[config.mk]
export PLATFORM = sky130hd
export DESIGN_NAME = cpu_bus_router
export DESIGN_NICKNAME = d
export VERILOG_FILES = /design/src/rtl/cpu_bus_router.sv
export SDC_FILE = /design/constraint.sdc
export NUM_CORES = 1
export LEC_CHECK = 0
export BUFFER_PORTS_ARGS = -buffer_cell sky130_fd_sc_hd__clkbuf_2
export CAP_MARGIN = 40
export CORE_AREA = 2 2 341 343
export DETAILED_ROUTE_END_ITERATION = 6
export DIE_AREA = 0 0 343 345
export SYNTH_ARGS = -nofsm -noshare
export SYNTH_HDL_FRONTEND = slang
export SYNTH_SLANG_ARGS = --single-unit
[constraint.sdc]
create_clock -name clk -period 6.2 [get_ports clk]
set_input_delay 1.86 -clock clk [delete_from_list [all_inputs] [get_ports clk]]
set_output_delay 1.86 -clock clk [all_outputs]
set_load 0.02 [all_outputs]
[src/rtl/cpu_bus_router.sv]
module cpu_bus_router #(
  parameter int          RAM_BYTES = 4096,
  parameter int          ROM_BYTES = 4096,
  parameter logic [31:0] ROM_BASE  = 32'h1FC0_0000,
  parameter logic [31:0] POISON    = 32'hDEAD_BEEF,
  localparam int         ROW_W     = $clog2(RAM_BYTES / 16),
  localparam int         ROM_AW    = $clog2(ROM_BYTES / 4)
) (
  input  logic              clk,
  input  logic              rst_n,
  input  logic              cpu_req,
  input  logic              cpu_we,
  input  logic [31:0]       cpu_addr,
  input  logic [31:0]       cpu_wdata,
  input  logic [3:0]        cpu_be,
  output logic              cpu_rvalid,
  output logic [31:0]       cpu_rdata,
  input  logic              dma_rd_req,
  input  logic [ROW_W-1:0]  dma_rd_row,
  output logic              dma_rd_gnt,
  output logic              dma_rd_valid,
  output logic [127:0]      dma_rd_data,
  input  logic              br_wr_req,
  input  logic [ROW_W-1:0]  br_wr_row,
  input  logic [127:0]      br_wr_data,
  input  logic [15:0]       br_wr_mask,
  output logic              br_wr_gnt,
  output logic              ram_rd_en,
  output logic [ROW_W-1:0]  ram_rd_row,
  input  logic [127:0]      ram_rd_data,
  output logic              ram_wr_en,
  output logic [ROW_W-1:0]  ram_wr_row,
  output logic [127:0]      ram_wr_data,
  output logic [15:0]       ram_wr_mask,
  output logic              rom_rd_en,
  output logic [ROM_AW-1:0] rom_addr,
  input  logic [31:0]       rom_rd_data,
  output logic              dreg_wr_en,
  output logic              dreg_rd_en,
  output logic [11:0]       dreg_off,
  output logic [31:0]       dreg_wdata,
  input  logic [31:0]       dreg_rdata,
  output logic              ic_wr_en,
  output logic              ic_rd_en,
  output logic [11:0]       ic_off,
  output logic [31:0]       ic_wdata,
  input  logic [31:0]       ic_rdata
);

  typedef enum logic [2:0] {SRC_NONE, SRC_RAM, SRC_ROM, SRC_DREG, SRC_IC, SRC_POISON} src_e;

  logic [31:0] phys, rom_off;
  logic        hit_ram, hit_rom, hit_dreg, hit_ic;
  logic        cpu_rd, cpu_wr, cpu_ram_rd, cpu_ram_wr;
  logic [1:0]  lane, lane_q;
  src_e        src_d, src_q;
  logic        dma_q;

  assign phys     = {3'b000, cpu_addr[28:0]};
  assign rom_off  = phys - ROM_BASE;
  assign hit_ram  = phys < 32'(RAM_BYTES);
  assign hit_rom  = (phys >= ROM_BASE) && (rom_off < 32'(ROM_BYTES));
  assign hit_dreg = phys[28:12] == 17'h1000A;
  assign hit_ic   = phys[28:12] == 17'h1000F;
  assign lane     = phys[3:2];

  assign cpu_rd     = cpu_req & ~cpu_we;
  assign cpu_wr     = cpu_req &  cpu_we;
  assign cpu_ram_rd = cpu_rd & hit_ram;
  assign cpu_ram_wr = cpu_wr & hit_ram;

  assign dma_rd_gnt = dma_rd_req & ~cpu_ram_rd;
  assign ram_rd_en  = cpu_ram_rd | dma_rd_req;
  assign ram_rd_row = cpu_ram_rd ? phys[4 +: ROW_W] : dma_rd_row;

  assign br_wr_gnt   = br_wr_req & ~cpu_ram_wr;
  assign ram_wr_en   = cpu_ram_wr | br_wr_req;
  assign ram_wr_row  = cpu_ram_wr ? phys[4 +: ROW_W] : br_wr_row;
  assign ram_wr_data = cpu_ram_wr ? {4{cpu_wdata}} : br_wr_data;
  assign ram_wr_mask = cpu_ram_wr ? (16'(cpu_be) << {lane, 2'b00}) : br_wr_mask;

  assign rom_rd_en  = cpu_rd & hit_rom;
  assign rom_addr   = rom_off[2 +: ROM_AW];

  assign dreg_wr_en = cpu_wr & hit_dreg;
  assign dreg_rd_en = cpu_rd & hit_dreg;
  assign dreg_off   = phys[11:0];
  assign dreg_wdata = cpu_wdata;

  assign ic_wr_en   = cpu_wr & hit_ic;
  assign ic_rd_en   = cpu_rd & hit_ic;
  assign ic_off     = phys[11:0];
  assign ic_wdata   = cpu_wdata;

  always_comb begin
    src_d = SRC_NONE;
    if (cpu_rd) begin
      if      (hit_ram)  src_d = SRC_RAM;
      else if (hit_rom)  src_d = SRC_ROM;
      else if (hit_dreg) src_d = SRC_DREG;
      else if (hit_ic)   src_d = SRC_IC;
      else               src_d = SRC_POISON;
    end
  end

  always_ff @(posedge clk or negedge rst_n) begin
    if (!rst_n) begin
      src_q  <= SRC_NONE;
      lane_q <= 2'd0;
      dma_q  <= 1'b0;
    end else begin
      src_q  <= src_d;
      lane_q <= lane;
      dma_q  <= dma_rd_gnt;
    end
  end

  assign cpu_rvalid   = src_q != SRC_NONE;
  assign dma_rd_valid = dma_q;
  assign dma_rd_data  = ram_rd_data;

  always_comb begin
    case (src_q)
      SRC_RAM:  cpu_rdata = ram_rd_data[32*lane_q +: 32];
      SRC_ROM:  cpu_rdata = rom_rd_data;
      SRC_DREG: cpu_rdata = dreg_rdata;
      SRC_IC:   cpu_rdata = ic_rdata;
      SRC_POISON: cpu_rdata = POISON;
      default:  cpu_rdata = 32'd0;
    endcase
  end

endmodule

-- Yosys cells after proc, flatten, opt, wreduce, memory -nomap -nowiden
Cells that the tools add are included.
- bits in registers: 6
- bits of input ports: 458
- output and inout port bits: 429
- logic and storage cells: 44
- $add $sub $neg: 1
- $lt $le $gt $ge: 3
- equal/unequal tests: 7
- shift-type cells: 2
- muxes and demuxes: 10
- bitwise logic cells: 16
- reductions and logical operators: 2
- operators by type and width (cell ; count):
    $pmux 32 s5 ; 1
    $mux 128 ; 1
    $shiftx 128x8->32 ; 1
    $eq 17x17->1 const B ; 2
    $lt 32x13->1 const B ; 1
    $sub 29x29->30 const B ; 1
    $ge 29x29->1 const B ; 1
    $lt 29x13->1 const B ; 1
    $mux 16 ; 1
    $mux 8 ; 2
    $shl 4x4->16 ; 1
    $mux 3 ; 4
    $and 1x1->1 ; 11
    $eq 3x2->1 const B ; 2
    $eq 3x3->1 const B ; 2
    $eq 3x1->1 const B ; 1
    $not 1->1 ; 3
    $reduce_bool 3->1 ; 1
    $or 1x1->1 ; 2
    $logic_and 1x1->1 ; 1
    $mux 1 ; 1

-- Logic depth before layout (Yosys ltp)
- word-level depth: 6
- mapped depth: 7
- gate-level depth less buffers: 4

-- Worst setup path after synthesis
Ideal clock, no wire load.
- path type: input to output
- start point: input cpu_addr[16]
- end point: output ram_wr_mask[10]
- arrival time: 3.783 ns
- data required time: 4.340 ns
- path slack: 0.557 ns
- stages on the path: 6
- path buffers: 3
- cells stage by stage: or4_4 > or4_1 > buf_2 > buf_6 > buf_2 > mux2i_1
- longest elaborated chain between the ends: 3
- RTL lines (what ; line ; text):
    start, declared ; 13 ; input logic [31:0] cpu_addr,
    $lt 29x13->1 ; 61 ; assign hit_ram = phys < 32'(RAM_BYTES);
    $and 1x1->1 ; 70 ; assign cpu_ram_wr = cpu_wr & hit_ram;
    $mux 16 ; 80 ; assign ram_wr_mask = cpu_ram_wr ? (16'(cpu_be) << {lane, 2'b00}) : br_wr_mask;
    end, declared ; 34 ; output logic [15:0] ram_wr_mask,
Every way passes these cells.

-- Worst setup path in the final report
- start point: input cpu_addr[16]
- end point: output ram_wr_mask[5]
Same word-level chain as after synthesis.

==> results_dict.tcl <==
set metrics [dict create \
    floorplan.die_area_um2 118000 \
    postLayoutCellArea_um2 10800 \
    rsz0062_at_grt "false" \
    cts_made_buffers 3 \
    wire_per_inst_um 32.6 \
    min_period_ps 6090 \
    timing.final.hold_violations 0 \
    detail_route.vias_per_cell 3.04 \
    synth_top_cells_by_area "buf_4 (28%), mux2_2 (19%), mux4_2 (12%), mux2_4 (12%), mux2i_1 (7.3%)" \
    nFillCells 13506 \
    sequential_cell_area_fraction_in_the_yosys_report_pct 2.50 \
    critical_path_class "in -> out" \
    synth.distinct_cells 33 \
    h-tree-depth 1 \
    core_um2 115000 \
    initial_antenna_violation_count 134 \
    max_freq_ghz 0.164 \
    finalSetupViolCount 0 \
    cts_tree "yes" \
    detail_route.drc_violations 0 \
    cellLeakagePower_uw 0.00548 \
    number_of_flops_mapped_to_enable_cells_by_yosys 0 \
    postSynthAreaPerCell_um2 9.03 \
    ios 887 \
    finalWeightedCongestion 0.978 \
    pin_count_of_the_biggest_net_entering_global_routing 84 \
    number_of_sinks_handled_by_clock_tree_synthesis 6 \
    drtPass1Iterations 4 \
    synth_flop_type "dfrtp_1" \
    dp_slack_ps -446 \
    synth.cells.most_frequent "buf_4 (226), mux2_2 (102), mux2_4 (46), mux2i_1 (44), nand2_1 (33)" \
    power.net_switching_uw 563 \
    number_of_global_route_vias_before_repair 8182 \
    floorplan.initialDensity_pct 5.22 \
    synth_top_cell_by_area "buf_4" \
    yosys_register_bits 6 \
    pwr_density_cell_nw_per_um2 92.6 \
    netlist_area_um2 6010 \
    multiInputGateArea_um2 3960 \
    path_clk_slew_ps 40 \
    total_cell_area_at_the_placement_stage_um2 10500 \
    yosysWarningCount 0 \
    maxSlewHeadroom_pct 39.4 \
    synthesis.nets 1123 \
    antenna_violating_nets_post_route 0 \
    cts_root_buffer "clkbuf_16" \
    post_cts_hold_buffer_count 0 \
    dp_hpwl_um 86900 \
    end_kind "primary output" \
    sequential_cell_area_um2 159 \
    internal_power_uw 433 \
    power.switching_fraction_pct 56.5 \
    fraction_of_the_cycle_the_final_worst_path_needs_pct 98.3 \
    synthToLayoutAreaGrowth_pct 79.0 \
    peakVddDrop_v 0.0000633 \
    hold_class "in -> async" \
    drive_above_1_share_pct 84.3 \
    slew_violations 0 \
    area_fraction_of_the_dominant_cell_type_after_synthesis_pct 28.3 \
    sequentialPowerShare_pct 6.2 \
    number_of_nets_in_the_layout 1749 \
    comb_power_share_pct 83.0 \
    critPathLaunchType "input pin" \
    worst_hold_slack_ps 1450 \
    grt_util_overall_pct 14.8 \
    synth_most_common_cell "buf_4" \
    totalNegativeSetupSlack_ps 0 \
    outcome "complete, no violations" \
    wire_length_of_the_first_global_routing_pass_um 110000 \
    async_flop_share_pct 100 \
    count_of_mapped_cells_out_of_synthesis 665 \
    detailed_route_wire_length_um 92500 \
    worst-path-max-fanout 83 \
    worstPathRequired_ps 4340 \
    worstMarginPinSlew_ps 904 \
    clock_power_share_pct 10.8 \
    floorplan.rows 125 \
    drt_iter0_markers 463 \
    finish.utilization_pct 9.34 \
    cts-root-to-sink-buffers 2 \
    chipHeight_um 345 \
    grt.overflow.total 0 \
    portBuffers 877 \
    num_vias 8626 \
    max_cap_viol_count 0 \
    worst_ep_arrival_time_ps 4230 \
    die_x_um 343 \
    worst_slack_ps 106 \
]
## state kept, by name (all words and copies together) (netlist names)
name,cells
dma_rd_valid,1
lane_q,2
src_q,3
## worst paths after layout
check	from	endpoint	slack [ps]	cells after the start
worst min-delay path	rst_n	lane_q[1]$_DFF_PN0_	1450	1
worst max-delay path	cpu_addr[16]	ram_wr_mask[5]	110	6
min in group clk	dma_rd_req	dma_rd_valid$_DFF_PN0_	1910	2
max in group asynchronous	rst_n	src_q[0]$_DFF_PN0_	4570	1
## power by group through the flow
stage | Clock (uW) | Combinational [uW] | Sequential [uW]
after detailed placement | 0 | 828 | 62.8
after global placement | 0 | 820 | 62.4
final | 108 | 827 | 61.4
after global routing | 114 | 865 | 62.8
after floorplan | 0 | 476 | 42.6
after CTS | 111 | 833 | 62.3
## stage by stage
stage | std cells | total power, uW
finish | 2839 | 996
detailed placement | 2809 | 891
global route | 2821 | 1040
global placement | 2806 | 882
floorplan | 665 | 519
CTS | 2813 | 1010
## final cells by class
cell class              instances  area share [%]
diodes                         25           0.582
clock buffers                   4           0.733
inverters                      12           0.419
multi-input cells             378            36.9
flip-flops and latches          6            1.48
well taps                    1524            17.7
repair buffers                890            42.2
## cell usage in the layout, fill, tap and decap left out, drive strengths merged
master,synthesis,layout
or4,4,4
mux2i,44,44
diode,0,25
nor2b,3,3
clkbuf,21,881
nor3b,3,3
mux2,148,148
o22ai,24,24
and2,1,1
o211ai,8,8
nand3,1,1
nand2b,3,3
nor4,5,5
nor2,8,8
nor4b,1,1
o21a,24,24
nand4,3,3
nand2,33,33
or2,1,1
nor3,1,1
mux4,32,32
a211oi,1,1
and3,4,4
inv,12,12
or3,2,2
dfrtp,6,6
buf,248,13
a21oi,24,24
## cells by family (layout without fill, tap and decap cells)
| kind of cell | count (synthesis) | in the layout | share of synthesized area [%] |
|---|---|---|---|
| simple gates | 73 | 73 | 6.21 |
| flops | 6 | 6 | 2.50 |
| mux | 224 | 224 | 50.0 |
| buf+inv | 281 | 906 | 32.7 |
| compound gates | 81 | 81 | 8.63 |
| other cells | 0 | 25 | 0 |
## critical path: stages
cell and delay (ps):
clkbuf_2 90, or4_4 590, or4_4 610, buf_12 230
mux2i_1 360, clkbuf_2 330
## layer usage
layer / part of all wire [%] / GRT usage (%) / routed length [um]
met5: 1.0 / 0 / 924
met4: 2.0 / 2.06 / 1880
met3: 14 / 9.39 / 12800
met2: 45 / 23.8 / 41300
met1: 39 / 16.8 / 35600
## what timing repair did
item / 4_1_cts / 5_1_grt
setup endpoints to repair: 113 / 64
pin swaps: 0 / 1
hold endpoints to repair: 0 / 0
setup buffers: 0 / 1
gates resized for setup: 7 / 1
Note: power is estimated with default switching activity, not from simulation.
